**config.mk**
```make
export PLATFORM = sky130hd
export DESIGN_NAME = interval_timer
export DESIGN_NICKNAME = d
export VERILOG_FILES = /design/src/rtl/tmr_pkg.sv /design/src/rtl/tmr_prescaler.sv /design/src/rtl/tmr_counter.sv /design/src/rtl/tmr_irq_route.sv /design/src/rtl/interval_timer.sv
export SDC_FILE = /design/constraint.sdc
export NUM_CORES = 1
export LEC_CHECK = 0
export CAP_MARGIN = 10
export CELL_PAD_IN_SITES_DETAIL_PLACEMENT = 1
export CELL_PAD_IN_SITES_GLOBAL_PLACEMENT = 1
export CORE_MARGIN = 2
export CORE_UTILIZATION = 40
export CTS_CLUSTER_SIZE = 30
export DETAILED_ROUTE_END_ITERATION = 8
export DONT_BUFFER_PORTS = 1
export HOLD_SLACK_MARGIN = 0.02
export PLACE_DENSITY_LB_ADDON = 0.1
export SLEW_MARGIN = 15
export SYNTH_ARGS = -nofsm -noshare
export SYNTH_HDL_FRONTEND = slang
export SYNTH_SLANG_ARGS = --single-unit
```
**constraint.sdc**
```tcl
create_clock -name clk -period 4 [get_ports clk]
set_input_delay 0.6 -clock clk [delete_from_list [all_inputs] [get_ports clk]]
set_output_delay 0.6 -clock clk [all_outputs]
set_load 0.01 [all_outputs]
```
**src/rtl/tmr_pkg.sv**
```systemverilog
// Shared encodings for the interval timer: word select and control bit positions.
// Assumes a 32-bit register word.
package tmr_pkg;
    localparam int WORD_W   = 32;
    localparam int BIT_EN   = 31;
    localparam int BIT_IE   = 30;
    localparam int BIT_FAST = 29;
    localparam int BIT_PRE  = 28;
    localparam int BIT_PEND = 30;

    typedef enum logic {
        SEL_CTRL = 1'b0,
        SEL_STAT = 1'b1
    } word_sel_e;
endpackage

```
**src/rtl/tmr_prescaler.sv**
```systemverilog
// Divides the clock by PRESCALE and emits a one-cycle tick.
// Assumes PRESCALE >= 2. The count is held at zero while en_i is low.
module tmr_prescaler #(
    parameter int PRESCALE = 20480
) (
    input  logic clk,
    input  logic rst_n,
    input  logic en_i,
    output logic tick_o
);
    localparam int PW = $clog2(PRESCALE + 1);
    localparam logic [PW-1:0] LAST = PW'(PRESCALE - 1);

    logic [PW-1:0] pc_q;

    assign tick_o = en_i && (pc_q == LAST);

    // Advance the divider while enabled, wrap at the last step, otherwise hold zero.
    always_ff @(posedge clk) begin
        if (!rst_n || !en_i) pc_q <= '0;
        else if (tick_o)     pc_q <= '0;
        else                 pc_q <= pc_q + 1'b1;
    end

    assert_pc_range_R5: assert property (@(posedge clk) disable iff (!rst_n)
        pc_q <= LAST);
    assert_idle_zero_R8: assert property (@(posedge clk) disable iff (!rst_n)
        !en_i |=> pc_q == '0);
endmodule

```
**src/rtl/tmr_counter.sv**
```systemverilog
// Down counter with reload and a sticky pending flag.
// Assumes load_i and step_i come from the control logic; load_i has priority.
module tmr_counter #(
    parameter int CNT_W = 9
) (
    input  logic             clk,
    input  logic             rst_n,
    input  logic             load_i,
    input  logic             step_i,
    input  logic             clr_i,
    input  logic [CNT_W-1:0] reload_i,
    output logic [CNT_W-1:0] count_o,
    output logic             pend_o
);
    logic [CNT_W-1:0] count_q;
    logic             pend_q;
    logic             wrap;

    assign wrap    = step_i && !load_i && (count_q == '0);
    assign count_o = count_q;
    assign pend_o  = pend_q;

    // Load on enable, reload on wrap, otherwise decrement on each step.
    always_ff @(posedge clk) begin
        if (!rst_n)      count_q <= '0;
        else if (load_i) count_q <= reload_i;
        else if (wrap)   count_q <= reload_i;
        else if (step_i) count_q <= count_q - 1'b1;
    end

    // A wrap sets the flag; a software clear drops it unless a wrap coincides.
    always_ff @(posedge clk) begin
        if (!rst_n)     pend_q <= 1'b0;
        else if (wrap)  pend_q <= 1'b1;
        else if (clr_i) pend_q <= 1'b0;
    end

    assert_set_from_zero_R4: assert property (@(posedge clk) disable iff (!rst_n)
        $rose(pend_q) |-> $past(count_q) == '0);
    assert_clear_works_R6: assert property (@(posedge clk) disable iff (!rst_n)
        (clr_i && !step_i) |=> !pend_q);
endmodule

```
**src/rtl/tmr_irq_route.sv**
```systemverilog
// Steers the gated pending flag to the normal or the fast interrupt line.
// Assumes all inputs are registered state.
module tmr_irq_route (
    input  logic pend_i,
    input  logic ie_i,
    input  logic fast_i,
    output logic irq_o,
    output logic fiq_o
);
    logic live;

    // Gate by enable, then pick exactly one line.
    always_comb begin
        live  = pend_i && ie_i;
        irq_o = live && !fast_i;
        fiq_o = live && fast_i;
    end

    always_comb begin
        assert_one_line_R7: assert (!(irq_o && fiq_o));
    end
endmodule

```
**src/rtl/interval_timer.sv**
```systemverilog
// Register-programmed periodic timer: control and status words, optional
// prescaled tick, and interrupt routing. Assumes PRESCALE >= 2.
module interval_timer #(
    parameter int PRESCALE = 20480,
    parameter int CNT_W    = 9
) (
    input  logic        clk,
    input  logic        rst_n,
    input  logic        reg_wr,
    input  logic        reg_sel,
    input  logic [31:0] reg_wdata,
    output logic [31:0] reg_rdata,
    output logic        irq_o,
    output logic        fiq_o
);
    import tmr_pkg::*;

    logic             en_q, ie_q, fast_q, pre_q, run_q;
    logic [CNT_W-1:0] reload_q;
    logic             wr_ctrl, wr_stat, load, step, ptick, pend;
    logic [CNT_W-1:0] count;
    logic             unused_wdata;

    assign wr_ctrl      = reg_wr && (word_sel_e'(reg_sel) == SEL_CTRL);
    assign wr_stat      = reg_wr && (word_sel_e'(reg_sel) == SEL_STAT);
    assign unused_wdata = ^reg_wdata[27:CNT_W];

    // Capture the control word.
    always_ff @(posedge clk) begin
        if (!rst_n) begin
            en_q <= 1'b0; ie_q <= 1'b0; fast_q <= 1'b0; pre_q <= 1'b0;
            reload_q <= '0;
        end else if (wr_ctrl) begin
            en_q     <= reg_wdata[BIT_EN];
            ie_q     <= reg_wdata[BIT_IE];
            fast_q   <= reg_wdata[BIT_FAST];
            pre_q    <= reg_wdata[BIT_PRE];
            reload_q <= reg_wdata[CNT_W-1:0];
        end
    end

    // Delayed enable, used to find the enable edge.
    always_ff @(posedge clk) begin
        if (!rst_n) run_q <= 1'b0;
        else        run_q <= en_q;
    end

    assign load = en_q && !run_q;
    assign step = en_q && (pre_q ? ptick : 1'b1);

    tmr_prescaler #(.PRESCALE(PRESCALE)) u_pre (
        .clk(clk), .rst_n(rst_n), .en_i(en_q && pre_q), .tick_o(ptick)
    );

    tmr_counter #(.CNT_W(CNT_W)) u_cnt (
        .clk(clk), .rst_n(rst_n), .load_i(load), .step_i(step),
        .clr_i(wr_stat && reg_wdata[BIT_PEND]), .reload_i(reload_q),
        .count_o(count), .pend_o(pend)
    );

    tmr_irq_route u_route (
        .pend_i(pend), .ie_i(ie_q), .fast_i(fast_q), .irq_o(irq_o), .fiq_o(fiq_o)
    );

    // Read mux for the two words.
    always_comb begin
        reg_rdata = '0;
        if (word_sel_e'(reg_sel) == SEL_CTRL) begin
            reg_rdata[BIT_EN]      = en_q;
            reg_rdata[BIT_IE]      = ie_q;
            reg_rdata[BIT_FAST]    = fast_q;
            reg_rdata[BIT_PRE]     = pre_q;
            reg_rdata[CNT_W-1:0]   = reload_q;
        end else begin
            reg_rdata[BIT_PEND]    = pend;
            reg_rdata[CNT_W-1:0]   = count;
        end
    end

    assert_frozen_R8: assert property (@(posedge clk) disable iff (!rst_n)
        !en_q |=> $stable(count));
    assert_tick_gap_R5: assert property (@(posedge clk) disable iff (!rst_n)
        ptick |=> !ptick);
    assert_irq_gated_R7: assert property (@(posedge clk) disable iff (!rst_n)
        (irq_o || fiq_o) |-> (pend && ie_q));
    assert_load_edge_R3: assert property (@(posedge clk) disable iff (!rst_n)
        $rose(en_q) |=> count == $past(reload_q));
endmodule

```
# Word level (Yosys, flattened, before mapping)
# Cells that the tools add are included.
# totals
out_inout_bits	34
wordCells	45
ff_bits	39
inputBits	36
# op_classes
reduce_logical	22
eq_ne	1
addsub	2
mux	10
bitwise	1
# ops
cell	n
$mux 9	4
$add 15x1->15 const B	1
$eq 15x15->1 const B	1
$logic_and 1x1->1	12
$logic_not 9->1	1
$sub 9x1->9 const B	1
$logic_not 1->1	5
$mux 1	5
$reduce_bool 3->1	1
$mux 2	1
$reduce_bool 2->1	1
$reduce_or 2->1	1
$logic_or 1x1->1	1
$not 1->1	1

# Longest topological paths before layout
# depth
word_depth	8
ltp_mapped	8
ltp_nobuf	7

# Modules after synthesis
# A second synthesis with hierarchy kept.
# hier_totals
hier_cells	251
hier_area_um2	2237.1
# by_module_without_submodules
mod	seq_area_each_um2	cells_each	area_per_inst_um2	instances
interval_timer	280.3	100	902.1	1
tmr_prescaler	300.3	70	693.2	1
tmr_counter	200.2	79	625.6	1
tmr_irq_route	0.0	2	16.3	1

# Worst setup path after synthesis
# No wires, ideal clock.
# synth_path
kind	input -> output
from	in reg_sel
to	out reg_rdata[4]
n_path_buf	2
setup_slack_ps	1849
cell_stages	3
t_arrival_ps	1551
cell_sequence	clkbuf_1 -> clkbuf_1 -> mux2_2
# synth_between
elab_chain_cells	1
# synth_lines
item	line_no	rtl
start: declaration	interval_timer.sv:10	input logic reg_sel,
$mux 9	interval_timer.sv:68	if (word_sel_e'(reg_sel) == SEL_CTRL) begin
end: declaration	interval_timer.sv:12	output logic [31:0] reg_rdata,
# No other way between the ends.

# Worst setup path after layout
# layout_path
from	reg u_cnt.count_q[0] (netlist: u_cnt.count_o[0])
to	reg u_cnt.count_q[3] (netlist: u_cnt.count_o[3])
# layout_between
elab_chain_cells	4
word_cells_on_any_way	7
# layout_lines
item	line_no	rtl
start: declaration	tmr_counter.sv:15	logic [CNT_W-1:0] count_q;
start signal: assignment	tmr_counter.sv:26	else if (load_i) count_q <= reload_i;
start signal: assignment	tmr_counter.sv:27	else if (wrap) count_q <= reload_i;
start signal: assignment	tmr_counter.sv:28	else if (step_i) count_q <= count_q - 1'b1;
$sub 9x1->9 / $logic_not 9->1 (equally long branches)	tmr_counter.sv:28, tmr_counter.sv:19	
$mux 9 / $logic_and 1x1->1 (equally long branches)	tmr_counter.sv:28, tmr_counter.sv:19	
$mux 9	tmr_counter.sv:27	
$mux 9	tmr_counter.sv:26	
# Several ways; a longest one is shown, not always the timed one. The select of a mux whose other input is x is not followed.
# A chain may end at the register's enable or synchronous reset.

==> flow_metrics.tcl <==
set metrics [dict create \
    grt_max_degree 32 \
    grt_pass1_vias 1546 \
    p_total_w 0.000772 \
    final_common_cell "dfxtp_1" \
    num_antenna_cells 0 \
    post-dp-hpwl_um 3160 \
    yosys_register_bits 39 \
    crit_chain "inv_1 > ha_1 > or3b_1 > and4bb_1 > a21boi_2 > mux2_1 > o21ai_1" \
    remaining_drc_errors 0 \
    ctsRootBufferMaster "clkbuf_8" \
    worst_slew_pin_slew_ns 1.07 \
    crit_start "u_cnt.count_o[0]" \
    worstHoldPathType "flip-flop to flip-flop" \
    slowest_delay_ns 0.57 \
    numCtsBuffers 5 \
    vias_per_cell 5.16 \
    place_congestion 0.716 \
    grt_overflow 0 \
    insertion_delay_ns 0.29 \
    ff2ff_setup_slack_ns 1.60 \
    final_hold_viol_count 0 \
    crit_slowest_cell "a21boi_2" \
    crit_end "u_cnt.count_o[3]" \
    ys_types 44 \
    setup_violations 0 \
    cts_resized 0 \
    fin_crit_sh_pct 60.0 \
    synth-warning-count 0 \
    drt_first_pass_iters 4 \
    hold_start "u_pre.pc_q[0]" \
    final_cell_mix "39 x dfxtp_1, 35 x nand2_1, 20 x nor2_1" \
    netlist_instances 243 \
    clockBufferDepth 2 \
    arrival_ns 2.62 \
    clock_sinks 39 \
    cts_tree "yes" \
    clock_skew_ns 0.00690 \
    holdWs_ns 0.447 \
    h-tree-depth 2 \
    core_mm2 0.00504 \
    die_y_um 76.0 \
    cts_setup_buffers 0 \
    fmax_mhz 417 \
    vias 1588 \
    num-nets-final 276 \
    areaGrowthSynthToFinish_pct 2.59 \
    synth.yosys.seq_area_share_pct 37.6 \
    maxSlewViolCount 0 \
    layout-drive-gt1-share_pct 7.98 \
    fin_ws_ns 1.60 \
    portBuffers 0 \
    critPathLaunchType "flip-flop" \
    num_rows 26 \
    hold_depth 1 \
    wire_per_inst_um 14.8 \
    design_area_mm2 0.00213 \
    r2r-start "u_cnt.count_o[0]" \
    drt-total-wl_um 4550 \
    rr_worst_depth 7 \
    min_period_ns 2.40 \
    cap_violations 0 \
    io_pins 70 \
    path_buf_inv 1 \
    p_leak_nw 0.821 \
    cp.depth 7 \
    ir_worst_vdd_v 0.000177 \
    reg2reg_to "u_cnt.count_o[3]" \
    grt_pass1_wl_um 7520 \
    critPathKind "flip-flop to flip-flop" \
    ant_nets 0 \
    first_iter_violations 24 \
    setup_tns_ns 0 \
    relSlewSlack_pct 28.5 \
    track_usage_pct 16.1 \
    post_dp_cell_area_mm2 0.00204 \
    dp_slack_ns 1.60 \
    rsz0062_at_grt "false" \
    power_density_mw_per_mm2 363 \
    status "complete, no violations" \
    avgSynthCellArea_um2 8.54 \
    die_width_um 76.0 \
    crit_required_ns 4.22 \
    syn_area_mm2 0.00207 \
    cts.reportedPaths.clkPinSlew_ns 0.07 \
    antenna_found_initial 0 \
    initial_core_util_pct 41.1 \
    dieArea_mm2 0.00578 \
    cp_top_family "compound AO/OA/AOI/OAI gates" \
    cts_hold_buf 0 \
    endpoint_kind "flip-flop" \
    cp_max_fo 13 \
]
[sequential cells by signal, indices dropped and copies added, names as in the netlist]
register       flops
u_cnt.count_o      9
u_pre.pc_q        15
ie_q               1
reload_q           9
pre_q              1
run_q              1
u_cnt.pend_o       1
en_q               1
fast_q             1
[cells by family (layout without fill, tap and decap cells)]
family,Yosys count,in the layout,synth area share (%)
AND/OR/NAND/NOR,101,101,24.2
flip-flops,39,39,37.6
buffers and inverters,37,14,10.4
AO/OA/AOI/OAI,35,35,13.1
multiplexers,15,15,7.84
XOR/XNOR,13,13,5.49
adder cells (fa/ha/maj),2,2,1.21
other,1,19,0.181
[how the worst min path moves through the flow]
stage	slack, ns	to
floorplan	0.41	u_pre.pc_q[0]
global placement	0.43	u_pre.pc_q[0]
detailed placement	0.44	u_pre.pc_q[0]
CTS	0.45	reload_q[6]
global route	0.45	reload_q[0]
finish	0.45	u_pre.pc_q[0]
[routing by layer]
metal	share of wire, %	GRT usage, %	up-vias	routed length [um]
met2	41	23.9	42	1870
li1	-	-	782	-
met1	52	23.0	757	2380
met3	5.1	3.32	7	234
met4	1.4	6.00	0	65
met5	0	0	-	0
[per-stage QoR]
stage | util [%] | std cells
2_1_floorplan | - | 261
6_report | 42.2 | 308
4_1_cts | 42.2 | 308
5_1_grt | 42.2 | 308
3_5_place_dp | 40.5 | 301
3_3_place_gp | 40.5 | 301
[report_power, final]
group	total [W]	leakage (nW)	internal (W)	switching (W)
Combinational	0.0000911	0.458	0.0000392	0.0000519
Clock	0.000267	0.0470	0.000135	0.000131
Sequential	0.000414	0.316	0.000400	0.0000141
Total	0.000772	0.821	0.000574	0.000197
[Yosys cell counts, drive strengths merged]
library cell  instances  area share (%)
a21boi               15             5.6
a21oi                 3            0.72
a32oi                 1            0.42
and2                  2            0.60
and3                  5             1.5
and4                  2            0.84
and4bb                1            0.60
buf                  24             8.0
clkbuf                6             1.1
conb                  1            0.18
dfxtp                39              38
ha                    2             1.2
inv                   7             1.3
mux2                 10             5.4
mux2i                 5             2.4
nand2                35             6.3
nand2b                3            0.90
nand3                14             3.4
nand3b                1            0.36
nand4                 5             1.5
nand4bb               1            0.54
nor2                 20             3.6
nor2b                 4             1.2
nor3                  2            0.48
nor3b                 1            0.36
nor4                  2            0.60
o2111ai               1            0.42
o211ai                4             1.4
o21ai                 4            0.97
o22ai                 3            0.90
o311a                 1            0.48
o31a                  1            0.42
o31ai                 1            0.36
o41ai                 1             1.3
or3b                  1            0.42
or4                   2            0.90
xnor2                 6             2.5
xor2                  7             3.0
[cell type report]
cell class	instances	area (um2)
fillers	622	2910
inverters	7	26.3
flip-flops and latches	39	781
clock inverters	1	5.00
well taps	70	87.6
multi-input cells	185	1150
clock buffers	6	82.6
Note: power is estimated with default switching activity, not from simulation.
